$ cat src/rtl/iq_pack_pkg.sv
package iq_pack_pkg;
  parameter int unsigned WORD_W   = 16;
  parameter int unsigned SAMPLE_W = 16;
  parameter int unsigned NUM_CH   = 4;
  parameter int unsigned CH_W     = (NUM_CH > 1) ? $clog2(NUM_CH) : 1;
  parameter int unsigned COMP_W   = CH_W + 1;
  parameter int unsigned SLOT_W   = $clog2(WORD_W);
  parameter int unsigned MAX_LOG  = $clog2(WORD_W);
  parameter int unsigned LOG_W    = $clog2(MAX_LOG + 1);

  // Strobes and indices handed from the sequencer to the datapath.
  typedef struct packed {
    logic              capture;
    logic              insert;
    logic              emit;
    logic              clear;
    logic [COMP_W-1:0] compSel;
    logic [SLOT_W-1:0] slotSel;
    logic [LOG_W-1:0]  widthLog;
  } pack_ctrl_t;
endpackage

$ cat src/rtl/iq_pack_ctrl.sv
module iq_pack_ctrl
  import iq_pack_pkg::*;
(
  input  logic             clk,
  input  logic             rst_n,
  input  logic             sampleStrobe,
  input  logic [LOG_W-1:0] widthSel,
  input  logic [CH_W-1:0]  chanCount,
  output pack_ctrl_t       ctrl
);
  logic [LOG_W-1:0]  widthLog, widthLogPrev;
  logic [SLOT_W-1:0] slotIdx, lastSlot;
  logic [COMP_W-1:0] compIdx, lastComp;
  logic              busy, widthChanged;

  // Codes beyond the 1-bit code saturate to 1 bit.
  always_comb begin
    if (widthSel >= LOG_W'(MAX_LOG)) widthLog = '0;
    else                             widthLog = LOG_W'(MAX_LOG - widthSel);
  end

  assign lastSlot     = SLOT_W'((WORD_W >> widthLog) - 1);
  assign lastComp     = {chanCount, 1'b1};
  assign widthChanged = (widthLog != widthLogPrev);

  always_ff @(posedge clk) begin
    if (!rst_n) begin
      busy         <= 1'b0;
      compIdx      <= '0;
      slotIdx      <= '0;
      widthLogPrev <= LOG_W'(MAX_LOG);
    end else begin
      widthLogPrev <= widthLog;
      if (widthChanged) begin
        busy    <= 1'b0;
        slotIdx <= '0;
      end else begin
        if (busy) begin
          slotIdx <= (slotIdx == lastSlot) ? '0 : slotIdx + 1'b1;
          if (compIdx == lastComp) busy <= 1'b0;
          else                     compIdx <= compIdx + 1'b1;
        end
        if (sampleStrobe && !busy) begin
          busy    <= 1'b1;
          compIdx <= '0;
        end
      end
    end
  end

  always_comb begin
    ctrl.capture  = sampleStrobe && !busy && !widthChanged;
    ctrl.insert   = busy && !widthChanged;
    ctrl.emit     = busy && !widthChanged && (slotIdx == lastSlot);
    ctrl.clear    = widthChanged;
    ctrl.compSel  = compIdx;
    ctrl.slotSel  = slotIdx;
    ctrl.widthLog = widthLog;
  end

  // a width switch leaves the sequencer idle at slot 0
  p_clear_on_width_r8: assert property (@(posedge clk) disable iff (!rst_n)
    widthChanged |=> (slotIdx == '0) && !busy);

  // a strobe during unpacking does not restart the component walk
  p_ignore_busy_strobe_r10: assert property (@(posedge clk) disable iff (!rst_n)
    (busy && sampleStrobe && !widthChanged && compIdx != lastComp)
      |=> busy && (compIdx == COMP_W'($past(compIdx) + 1'b1)));
endmodule

$ cat src/rtl/iq_pack_dp.sv
module iq_pack_dp
  import iq_pack_pkg::*;
(
  input  logic                       clk,
  input  logic                       rst_n,
  input  pack_ctrl_t                 ctrl,
  input  logic [NUM_CH*SAMPLE_W-1:0] iData,
  input  logic [NUM_CH*SAMPLE_W-1:0] qData,
  input  logic                       reverseOrder,
  input  logic                       fifoReady,
  output logic [WORD_W-1:0]          wordData,
  output logic                       wordValid,
  output logic                       overrun
);
  localparam int unsigned SHIFT_W = $clog2(SAMPLE_W + 1);

  logic [NUM_CH*SAMPLE_W-1:0] capI, capQ;
  logic [WORD_W-1:0]          acc, placed, merged;
  logic [SAMPLE_W-1:0]        comp, compTrunc;
  logic [CH_W-1:0]            chIdx;
  logic [SLOT_W-1:0]          slotEff, slotTop;
  logic [SHIFT_W-1:0]         shAmt;

  assign chIdx = ctrl.compSel[COMP_W-1:1];

  always_comb begin
    comp      = ctrl.compSel[0] ? capQ[int'(chIdx)*SAMPLE_W +: SAMPLE_W]
                                : capI[int'(chIdx)*SAMPLE_W +: SAMPLE_W];
    shAmt     = SHIFT_W'(SAMPLE_W - (1 << ctrl.widthLog));
    compTrunc = comp >> shAmt;
    slotTop   = SLOT_W'((WORD_W >> ctrl.widthLog) - 1);
    slotEff   = reverseOrder ? (slotTop - ctrl.slotSel) : ctrl.slotSel;
    placed    = WORD_W'(compTrunc << (int'(slotEff) << ctrl.widthLog));
    merged    = acc | placed;
  end

  always_ff @(posedge clk) begin
    if (!rst_n) begin
      capI      <= '0;
      capQ      <= '0;
      acc       <= '0;
      wordData  <= '0;
      wordValid <= 1'b0;
      overrun   <= 1'b0;
    end else begin
      wordValid <= ctrl.emit && fifoReady;
      overrun   <= ctrl.emit && !fifoReady;
      if (ctrl.capture) begin
        capI <= iData;
        capQ <= qData;
      end
      if (ctrl.clear)       acc <= '0;
      else if (ctrl.insert) acc <= ctrl.emit ? '0 : merged;
      if (ctrl.emit && fifoReady) wordData <= merged;
    end
  end

  // a write only follows a ready FIFO
  p_valid_needs_ready_r7: assert property (@(posedge clk) disable iff (!rst_n)
    wordValid |-> $past(fifoReady));

  // a dropped word never also shows as written
  p_overrun_drops_r7: assert property (@(posedge clk) disable iff (!rst_n)
    overrun |-> !wordValid && !$past(fifoReady));

  // a fresh word starts from an empty accumulator
  p_empty_at_slot0_r4: assert property (@(posedge clk) disable iff (!rst_n)
    (ctrl.slotSel == '0) |-> (acc == '0));
endmodule

$ cat src/rtl/iq_sample_packer.sv
module iq_sample_packer
  import iq_pack_pkg::*;
(
  input  logic                       clk,
  input  logic                       rst_n,
  input  logic                       sampleStrobe,
  input  logic [NUM_CH*SAMPLE_W-1:0] iData,
  input  logic [NUM_CH*SAMPLE_W-1:0] qData,
  input  logic [LOG_W-1:0]           widthSel,
  input  logic [CH_W-1:0]            chanCount,
  input  logic                       reverseOrder,
  input  logic                       fifoReady,
  output logic [WORD_W-1:0]          wordData,
  output logic                       wordValid,
  output logic                       overrun
);
  pack_ctrl_t ctrl;

  iq_pack_ctrl u_ctrl (
    .clk          (clk),
    .rst_n        (rst_n),
    .sampleStrobe (sampleStrobe),
    .widthSel     (widthSel),
    .chanCount    (chanCount),
    .ctrl         (ctrl)
  );

  iq_pack_dp u_dp (
    .clk          (clk),
    .rst_n        (rst_n),
    .ctrl         (ctrl),
    .iData        (iData),
    .qData        (qData),
    .reverseOrder (reverseOrder),
    .fifoReady    (fifoReady),
    .wordData     (wordData),
    .wordValid    (wordValid),
    .overrun      (overrun)
  );
endmodule

$ cat config.mk
export PLATFORM = sky130hd
export DESIGN_NAME = iq_sample_packer
export DESIGN_NICKNAME = d
export VERILOG_FILES = /design/src/rtl/iq_pack_pkg.sv /design/src/rtl/iq_pack_ctrl.sv /design/src/rtl/iq_pack_dp.sv /design/src/rtl/iq_sample_packer.sv
export SDC_FILE = /design/constraint.sdc
export NUM_CORES = 1
export LEC_CHECK = 0
export CAP_MARGIN = 20
export CELL_PAD_IN_SITES_DETAIL_PLACEMENT = 1
export CELL_PAD_IN_SITES_GLOBAL_PLACEMENT = 1
export CORE_MARGIN = 2
export CORE_UTILIZATION = 30
export CTS_CLUSTER_SIZE = 24
export DETAILED_ROUTE_END_ITERATION = 16
export GPL_ROUTABILITY_DRIVEN = 1
export HOLD_SLACK_MARGIN = 0.08
export PLACE_DENSITY_LB_ADDON = 0.12
export REMOVE_ABC_BUFFERS = 1
export SLEW_MARGIN = 20
export SYNTH_ARGS = -nofsm -noshare
export SYNTH_HDL_FRONTEND = slang
export SYNTH_SLANG_ARGS = --single-unit
$ cat constraint.sdc
create_clock -name clk -period 15.4 [get_ports clk]
set_input_delay 3.08 -clock clk [delete_from_list [all_inputs] [get_ports clk]]
set_output_delay 3.08 -clock clk [all_outputs]
set_load 0.005 [all_outputs]
==> flow_metrics.env <==
export IMPL_drt_iter0_drc=547
export IMPL_first_global_vias=9237
export IMPL_max_freq_mhz=112
export IMPL_worstSkewPairLatency_ns=0.44
export IMPL_critPathArrivalTime_ns=9.22
export IMPL_period_share_pct=57.8
export IMPL_netlist_instances=1218
export IMPL_core_area_sq_mm=0.0313
export IMPL_diodes=0
export IMPL_dieWidth_um=182
export IMPL_startpoint_type="input pin"
export IMPL_clkPwrFrac_pct=38.9
export IMPL_yosys_warnings=0
export IMPL_overflow=0
export IMPL_antenna_found_initial=0
export IMPL_power_frac_comb_pct=19.8
export IMPL_rsz0062_at_grt="no"
export IMPL_holdWs_ns=0.449
export IMPL_p_int_mw=0.775
export IMPL_hpwl_um=22500
export IMPL_post_cts_resize_count=0
export IMPL_crit_path_end_kind="flop"
export IMPL_final_cell_mix="307 x nand2_1, 172 x dfxtp_1, 166 x a21oi_1"
export IMPL_cp_required_ns=15.72
export IMPL_dieArea_sq_mm=0.0330
export IMPL_setup_viol=0
export IMPL_syn_area_per_cell_sq_um=7.77
export IMPL_grt_pass1_wl_um=51200
export IMPL_place_inst=1694
export IMPL_synthArstFlopShare_pct=0
export IMPL_relSlewSlack_pct=29.6
export IMPL_synth_seq_cells=173
export IMPL_fin_worst_skew_ns=0.0175
export IMPL_ir_worst_vdd_uv=73.2
export IMPL_io_pin_count=156
export IMPL_htree_num_levels=4
export IMPL_grtUsageMet1_pct=26.1
export IMPL_drv_slew=0
export IMPL_syn_to_final_growth_pct=24.7
export IMPL_dr_pass1_iters=5
export IMPL_netSwitchingPower_mw=0.374
export IMPL_nets=1459
export IMPL_ff2ff_setup_slack_ns=11.26
export IMPL_fin_area_sq_mm=0.0118
export IMPL_mostFrequentLayoutCell="nand2_1"
export IMPL_routed_wl_um=31600
export IMPL_worst_slew_pin_transition_ns=1.06
export IMPL_grt_usage_pct=19.4
export IMPL_period_needed_ns=8.90
export IMPL_holdCritPathClass="reg2reg"
export IMPL_root_buffer="clkbuf_16"
export IMPL_dpl_cell_area_sq_mm=0.0112
export IMPL_post_cts_buffers=0
export IMPL_via_per_inst=5.19
export IMPL_synthFlopType="dfxtp_1"
export IMPL_p_per_area_mw_per_mm2=97.4
export IMPL_clock_path_buffers=2
export IMPL_ant_nets=0
export IMPL_post_route_drc_count=0
export IMPL_hold_buffers=0
export IMPL_path_clk_slew_ns=0.08
export IMPL_cts_tree="built"
export IMPL_p_sw_share_pct=32.6
export IMPL_wl_per_cell_um=18.3
export IMPL_critPathKind="in2reg"
export IMPL_hold_viol_final=0
export IMPL_p_leak_nw=3.91
export IMPL_maxCapViolCount=0
export IMPL_cts_inserted_buffers=17
export IMPL_place_gp_congestion=0.865
export IMPL_fin_cells=1727
export IMPL_power_frac_seq_pct=41.3
export IMPL_grt_util_met2_pct=32.8
export IMPL_netlist_area_sq_mm=0.00947
export IMPL_placementRows=65
export IMPL_finalSetupTns_ns=0
export IMPL_grt_max_degree=95
export IMPL_grt_use_met3_pct=3.05
export IMPL_synth_edf_count=0
export IMPL_fin_total_pwr_mw=1.15
export IMPL_dr_total_vias=8968
export IMPL_crit_fanout=23
export IMPL_io_buffers=155
export IMPL_start_util_pct=30.2
export IMPL_status="finished clean"
export IMPL_yosys_area_top_type="dfxtp_1"
export IMPL_die_h_um=182
export IMPL_synth_distinct_cells=81
export IMPL_busiest_layer="met2"
export IMPL_synth_seq_area_share_pct=36.6
export IMPL_cts_sinks=173
export IMPL_yosys_top_cells_area="dfxtp_1 37%, nand2_1 12%, a21oi_1 8.8%"
export IMPL_drive_gt1_share_pct=7.09
export IMPL_synth_top_area_share_pct=36.6
==> worst max-delay path, cell delays in order <==
cell             delay, ns
clkdlybuf4s50_1       0.79
inv_1                 0.18
ha_1                  0.24
ha_1                  0.37
o21ba_2               0.27
o21ai_4               0.44
inv_2                 0.32
ha_1                  0.80
clkinv_1              0.61
mux4_2                0.69
a211oi_2              0.38
nor4_1                0.13
nor4_4                0.37
nor3_1                0.11
a2111oi_2             0.32
nor3_1                0.09
==> routing by layer <==
layer  vias up  share of wire, %
li1       4483                 -
met3        16               2.7
met4         0               1.3
met1      4317                49
met5         -                 0
met2       152                47
==> state kept, by name (all words and copies together), names as in the netlist <==
name and cells:
u_dp.wordData 16, u_ctrl.slotIdx 4, u_ctrl.busy 1, u_ctrl.compIdx 3, u_dp.acc 16, u_dp.wordValid 1
u_ctrl.widthLogPrev 3, u_dp.overrun 1, u_dp.capQ 64, u_dp.capI 64
==> final cells by class <==
cell class | instances | area (sq um)
Inverter | 17 | 66.3
Clock buffer | 18 | 429
Sequential cell | 173 | 3470
Fill cell | 3750 | 19500
Clock inverter | 14 | 170
Multi-Input combinational cell | 938 | 5540
Tap cell | 402 | 503
Timing Repair Buffer | 165 | 1630
==> synth_stat cells, drive strengths merged (19+ instances only) <==
master / instances
nand2: 308
dfxtp: 173
o21ai: 47
clkbuf: 66
mux2i: 54
nor3: 28
nor4: 21
buf: 24
a21oi: 166
o22ai: 19
nor2: 70
==> power by group through the flow <==
stage | Clock [mW] | Sequential, mW | Combinational, mW
5_1_grt | 0.476 | 0.478 | 0.253
6_report | 0.447 | 0.475 | 0.228
3_5_place_dp | 0 | 0.486 | 0.229
4_1_cts | 0.459 | 0.475 | 0.230
2_1_floorplan | 0 | 0.485 | 0.138
3_3_place_gp | 0 | 0.485 | 0.227
==> through the flow <==
stage / setup WS [ns] / util (%)
3_3_place_gp: 6.21 / 35.8
2_1_floorplan: 6.27 / -
6_report: 6.50 / 37.7
4_1_cts: 6.54 / 37.7
5_1_grt: 5.98 / 37.7
3_5_place_dp: 6.09 / 35.8
==> cells by family (layout without fill, tap and decap cells) <==
kind of cell	after synthesis	after routing	share of synthesized area, %
and+or+nand+nor	501	501	23.2
DFF	173	173	36.6
AOI/OAI and AO/OA	332	332	22.1
adders and majority gates	9	9	1.27
muxes	82	82	10.5
xor gates and xnor gates	14	14	1.29
buffers and inverters	107	214	5.10
==> worst paths after layout <==
path,from,endpoint,cells past startpoint
worst max-delay path,widthSel[0],u_dp.wordData[5]$_SDFFE_PN0P_,16
worst min register to register,u_dp.acc[10]$_SDFFE_PP0P_,u_dp.acc[10]$_SDFFE_PP0P_,2
worst max register to register,u_ctrl.compIdx[0]$_SDFFE_PN0P_,u_dp.wordData[5]$_SDFFE_PN0P_,11
worst min-delay path,u_dp.acc[10]$_SDFFE_PP0P_,u_dp.acc[10]$_SDFFE_PP0P_,2
No activity file was read; power rests on OpenSTA's default activity.
